$ cat src/rtl/gpio_od_pkg.sv
package gpio_od_pkg;

  // Enable mask for the pad cells: only output pins whose drive bit is low pull the line.
  function automatic logic [31:0] od_pull_mask(input logic [31:0] dir, input logic [31:0] val);
    return dir & ~val;
  endfunction

  // Readout word: synchronized level for input pins, zero for output pins.
  function automatic logic [31:0] od_read_word(input logic [31:0] dir, input logic [31:0] lvl);
    return ~dir & lvl;
  endfunction

endpackage

$ cat src/rtl/gpio_od_sync.sv
module gpio_od_sync #(
  parameter int WIDTH  = 3,
  parameter int STAGES = 2
) (
  input  logic             clk,
  input  logic             rst_n,
  input  logic [WIDTH-1:0] async_in,
  output logic [WIDTH-1:0] sync_out
);
  localparam int LAST = STAGES - 1;

  logic [WIDTH-1:0] chain [STAGES];

  always_ff @(posedge clk or negedge rst_n) begin
    if (!rst_n) chain[0] <= '0;
    else        chain[0] <= async_in;
  end

  for (genvar s = 1; s < STAGES; s++) begin : g_stage
    always_ff @(posedge clk or negedge rst_n) begin
      if (!rst_n) chain[s] <= '0;
      else        chain[s] <= chain[s-1];
    end


    sync_shift_chk: assert property (@(posedge clk) disable iff (!rst_n)
      chain[s] == $past(chain[s-1]));
  end

  assign sync_out = chain[LAST];
endmodule

$ cat src/rtl/gpio_od_pin.sv
module gpio_od_pin (
  input  logic clk,
  input  logic rst_n,
  input  logic ctl_dir,
  input  logic ctl_val,
  output logic app_dir,
  output logic app_oe
);
  import gpio_od_pkg::*;

  logic [31:0] pull_w;
  assign pull_w = od_pull_mask({31'd0, ctl_dir}, {31'd0, ctl_val});

  always_ff @(posedge clk or negedge rst_n) begin
    if (!rst_n) begin
      app_dir <= 1'b0;
      app_oe  <= 1'b0;
    end else begin
      app_dir <= ctl_dir;
      app_oe  <= pull_w[0];
    end
  end


  input_no_drive_chk: assert property (@(posedge clk) disable iff (!rst_n)
    !app_dir |-> !app_oe);


  pull_needs_low_chk: assert property (@(posedge clk) disable iff (!rst_n)
    app_oe |-> ($past(ctl_dir) && !$past(ctl_val)));
endmodule

$ cat src/rtl/gpio_od_bank.sv
module gpio_od_bank #(
  parameter int NUM_PINS    = 3,
  parameter int SYNC_STAGES = 2
) (
  input  logic                clk,
  input  logic                rst_n,
  input  logic                cfg_we,
  input  logic [NUM_PINS-1:0] cfg_dir,
  input  logic [NUM_PINS-1:0] cfg_val,
  input  logic [NUM_PINS-1:0] pad_in,
  output logic [NUM_PINS-1:0] pad_oe,
  output logic [NUM_PINS-1:0] pad_out,
  output logic [NUM_PINS-1:0] rd_status
);
  import gpio_od_pkg::*;

  localparam int PAD_W = 32 - NUM_PINS;

  logic [NUM_PINS-1:0] ctl_dir_q;
  logic [NUM_PINS-1:0] ctl_val_q;
  logic [NUM_PINS-1:0] app_dir_w;
  logic [NUM_PINS-1:0] app_oe_w;
  logic [NUM_PINS-1:0] lvl_sync_w;
  logic [31:0]         read_w;

  // Control register
  always_ff @(posedge clk or negedge rst_n) begin
    if (!rst_n) begin
      ctl_dir_q <= '0;
      ctl_val_q <= '1;
    end else if (cfg_we) begin
      ctl_dir_q <= cfg_dir;
      ctl_val_q <= cfg_val;
    end
  end


  ctl_hold_chk: assert property (@(posedge clk) disable iff (!rst_n)
    !cfg_we |=> ($stable(ctl_dir_q) && $stable(ctl_val_q)));

  for (genvar i = 0; i < NUM_PINS; i++) begin : g_pin
    gpio_od_pin u_pin (
      .clk     (clk),
      .rst_n   (rst_n),
      .ctl_dir (ctl_dir_q[i]),
      .ctl_val (ctl_val_q[i]),
      .app_dir (app_dir_w[i]),
      .app_oe  (app_oe_w[i])
    );


    dir_lag_chk: assert property (@(posedge clk) disable iff (!rst_n)
      app_dir_w[i] == $past(ctl_dir_q[i]));
  end

  gpio_od_sync #(
    .WIDTH  (NUM_PINS),
    .STAGES (SYNC_STAGES)
  ) u_sync (
    .clk      (clk),
    .rst_n    (rst_n),
    .async_in (pad_in),
    .sync_out (lvl_sync_w)
  );

  assign read_w    = od_read_word({{PAD_W{1'b0}}, app_dir_w}, {{PAD_W{1'b0}}, lvl_sync_w});
  assign rd_status = read_w[NUM_PINS-1:0];
  assign pad_oe    = app_oe_w;
  assign pad_out   = '0;


  out_pin_reads_zero_chk: assert property (@(posedge clk) disable iff (!rst_n)
    (rd_status & app_dir_w) == '0);
endmodule

$ cat config.mk
export PLATFORM = sky130hd
export DESIGN_NAME = gpio_od_bank
export DESIGN_NICKNAME = d
export VERILOG_FILES = /design/src/rtl/gpio_od_pkg.sv /design/src/rtl/gpio_od_sync.sv /design/src/rtl/gpio_od_pin.sv /design/src/rtl/gpio_od_bank.sv
export SDC_FILE = /design/constraint.sdc
export NUM_CORES = 1
export LEC_CHECK = 0
export BUFFER_PORTS_ARGS = -buffer_cell sky130_fd_sc_hd__buf_2
export CAP_MARGIN = 20
export CORE_MARGIN = 4
export CORE_UTILIZATION = 43
export CTS_CLUSTER_SIZE = 8
export DETAILED_ROUTE_END_ITERATION = 6
export GPL_TIMING_DRIVEN = 0
export PLACE_DENSITY_LB_ADDON = 0.25
export SYNTH_ARGS = -nofsm -noshare
export SYNTH_HDL_FRONTEND = slang
export SYNTH_HIERARCHICAL = 1
export SYNTH_SLANG_ARGS = --single-unit
$ cat constraint.sdc
create_clock -name clk -period 2.19 [get_ports clk]
set_input_delay 0.1095 -clock clk [delete_from_list [all_inputs] [get_ports clk]]
set_output_delay 0.1095 -clock clk [all_outputs]
set_load 0.03 [all_outputs]
Yosys cells after proc, flatten, opt, wreduce, memory -nomap -nowiden
Index checks and enable logic that the tools add are counted.
{ "word_totals": {"in_bits": 12, "wordCells": 18, "output_inout_bits": 9, "reg_bits": 18} }
{ "op_classes": {"bitwise": 8} }
{ "ops": {"columns": ["operator", "n"], "rows": [
  ["$and 1x1->1", 3],
  ["$and 3x3->3", 1],
  ["$not 1->1", 3],
  ["$not 3->3", 1]
]} }

Depth between registers and ports, before layout
{ "logic_depth": {"ltp_word": 2, "depth_mapped": 2, "depth_no_buf": 1} }

Cells and area by module
Netlist, hierarchy kept.
{ "modules_own_cells": {"columns": ["mod", "seq_area_each_um2", "instances", "cells_per_inst", "area_each_um2"], "rows": [
  ["gpio_od_bank", 153.9, 1, 20, 300.3],
  ["gpio_od_pin", 50.0, 3, 3, 63.8],
  ["gpio_od_sync", 150.1, 1, 9, 172.7]
]} }

Worst setup path before layout
No wires, ideal clock.
{ "synth_timing": {"path_kind": "reg2out", "startpoint": "register u_sync.chain (netlist bit u_sync/sync_out[0])", "endpoint": "output port rd_status[0]", "path_stages_with_launch": 3, "setup_slack_ns": 1.236, "path_buffers": 1, "t_arrival_ns": 0.844, "required_ns": 2.081, "cell_sequence": "dfrtp_1 -> buf_4 -> nor2b_1"} }
{ "synth_between": {"elab_chain_cells": 1} }
{ "synth_lines": {"columns": ["element", "line_no", "source"], "rows": [
  ["start, declared", "gpio_od_sync.sv:12", "logic [WIDTH-1:0] chain [STAGES];"],
  ["start signal, assigned by index", "gpio_od_sync.sv:22", "else chain[s] <= chain[s-1];"],
  ["$and 3x3->3", "gpio_od_pkg.sv:10", "return ~dir & lvl;"],
  ["end, declared", "gpio_od_bank.sv:13", "output logic [NUM_PINS-1:0] rd_status"]
]} }
No other way between the ends.

Final worst setup path
{ "layout_timing": {"startpoint": "register u_sync.chain (netlist bit u_sync/sync_out[2])", "endpoint": "output port rd_status[2]"} }
The elaborated chain is that of the path after synthesis.

==> summary.txt <==
Detailed routing
  – Detailed-route vias per instance: around 4.2
  – Post-Route WL: between 800 and 900 um
  – DRT iter0 DRCs: 0
  – WL/cell: between 10 and 15 um
  – # DRC: 0
  – Drt pass-1 iters: 1
  – Via count: around 340
  – Number of antenna-violating nets in the routed design: 0

Pwr
  – Flop pwr share: a little under three fifths
  – Int Power: around 520 uW
  – P_sw: roughly 160 uW
  – P per Cell Area: approximately 800 nW/um^2
  – Gate power share: 14.9%
  – Power, Total: 676 uW
  – Clock share of power: between 20 and 30%
  – Leakage: about 0.44 nW
  – Switching share of power: approximately a quarter
  – Max VDD drop: 413 uV

Worst setup path
  – Largest delay share family, worst path: flip-flops
  – Worst endpoint required time: 2.08 ns
  – CP peak stage delay: roughly 0.38 ns
  – Startpoint Class: register
  – Worst Setup Path Type: reg -> out
  – Crit-path slowest cell: dfrtp_1
  – Worst Path Buf+Inv: 2
  – Crit-path max FO: 1
  – CP Cell Sequence: buf_4 -> nor2b_1 -> buf_2
  – CP Capture Type: output port
  – Crit path DAT: approximately 1.1 ns

Logic synthesis
  – Gate count of the mapped netlist: 38
  – Syn_area_per_cell: about 17 sq um
  – Register area share after synthesis: between 60% and 70%
  – #FFs+latches synth: 18
  – Mapped cell area: between 600 and 700 sq um
  – Synth warn: 6
  – Synth unique cells: 8

Job
  – Max-Cap Viols: 0

Layout
  – Share of cells above drive strength 1: 60.9%
  – # nets final: 77
  – Area Overhead vs Synth: 27.5%
  – Layout Utilization: between 60% and 70%
  – Area taken by multi-input logic gates: approximately 160 sq um
  – Ant. Diodes: 0
  – Register area: 454 sq um
  – Fillers: roughly 110
  – Post-route insts no fill: a little under 80
  – Final instance area: 847 sq um

Outcome
  – Status: finished clean

Clocking
  – Max clock buf depth: 2
  – Clock net sink count: 18
  – TritonCTS clock tree: built
  – Clock slew at reported path FFs: 0.10 ns
  – H-tree Lvls: 1
  – Clock Tree Root: clkbuf_4
  – TritonCTS buffer count: 3
  – Clock Latency Late Sink: between 0.2 and 0.3 ns

Global routing
  – Largest net degree at the start of global routing: 19
  – Initial antenna violation count: 0
  – Total grt overflow: 0
  – First-pass GRT wire length: between 1 and 1.5 mm
  – Number of global-route vias before repair: around 350
  – Gr usage total: ~10%

Die
  – Initial Util: between 40% and 50%
  – Core ar.: between 1000 and 1500 sq um
  – # IOs: 21
  – DIE AREA: about 2200 sq um
  – Die extent in x: ~47 um
  – Die span in y: 47.3 um
  – # rows: 13

Timing
  – Slew Viols, Final: 0
  – Hold Vio Cnt, Final: 0
  – Setup TNS: 0 ns
  – Setup Skew: ~0.0019 ns
  – Min Hold Slack: about 0.045 ns
  – Finish-stage setup viols: 0
  – Final Critical Period: roughly 1.2 ns
  – Post-route setup slack: around 1.0 ns
  – Final period util: roughly 53%
  – Unrepaired setup endpoints after global routing: no
  – F_max: ~850 MHz

Place
  – Pre-CTS setup slack: around 1.3 ns
  – I/O Buffers: 16
  – Inst Count DP: 71
  – DP Area: 771 sq um
  – GP Congestion: roughly 0.63

Worst hold path
  – Min-Delay Path Class: in -> reg
[metal layers]
| metal | track usage, % | share of wire [%] | up-vias |
|---|---|---|---|
| li1 | - | - | 162 |
| met1 | 10.2 | 37 | 155 |
| met2 | 16.8 | 50 | 16 |
| met3 | 5.36 | 11 | 2 |
| met4 | 6.63 | 1.7 | 0 |
| met5 | 0 | 0 | - |
[synthesized netlist by cell type (all sizes together)]
cell type  instances  area, sq um
conb               1         3.75
dfstp              3         78.8
dfrtp             15          375
buf                7         56.3
mux2               6         90.1
nor2b              6         60.1
[power groups by stage]
| stage | clock network (mW) | logic, mW | registers (mW) |
|---|---|---|---|
| global placement | 0 | 0.0954 | 0.384 |
| finish | 0.197 | 0.101 | 0.379 |
| floorplan | 0 | 0.0578 | 0.394 |
| CTS | 0.205 | 0.102 | 0.379 |
| global route | 0.217 | 0.109 | 0.383 |
| detailed placement | 0 | 0.0966 | 0.386 |
[cell type report]
cell class              instances  area share [%]
flip-flops and latches         18            53.6
multi-input cells              15            19.1
repair buffers                 20            14.2
plain buffers                   7            6.65
clock buffers                   4            4.28
well taps                      15            2.22
[cells in the final DEF (no fill, tap or decap), drive strengths merged]
cell type and count:
dlygate4sd3 4, buf 23, mux2 6, clkbuf 4
conb 3, dfstp 3, dfrtp 15, nor2b 6
[logic make-up (layout without fill, tap and decap cells)]
family / count (synthesis) / count (layout) / synth area share, %
buffers and inverters: 7 / 31 / 8.47
other: 1 / 3 / 0.564
muxes: 6 / 6 / 13.6
and+or+nand+nor: 6 / 6 / 9.04
DFF: 18 / 18 / 68.4
[what timing repair did]
| action | in CTS | in global routing |
|---|---|---|
| endpoints found under the hold margin | 18 | 0 |
| hold buffers | 4 | 0 |
| setup buffers | 0 | 0 |
| gates resized for setup | 0 | 0 |
[sequential cells by signal, indices dropped and copies added (netlist names)]
signal	flops
g_pin.u_pin/app_dir	3
ctl_dir_q	3
u_sync/chain	3
ctl_val_q	3
u_sync/sync_out	3
g_pin.u_pin/app_oe	3
[final timing paths]
path	cells past startpoint	to	from	slack, ns
max	3	rd_status[2]	u_sync/sync_out[2]	1.02
min	2	ctl_dir_q[1]	cfg_dir[1]	0.04
max reg2reg	1	ctl_dir_q[1]	ctl_dir_q[1]	1.40
min reg2reg	0	u_sync/sync_out[0]	u_sync/chain[3]	0.36
max in group asynchronous	2	ctl_val_q[2]	rst_n	1.61
min in group asynchronous	2	g_pin[1].u_pin/app_dir	rst_n	0.27
Note: power is estimated with default switching activity, not from simulation.
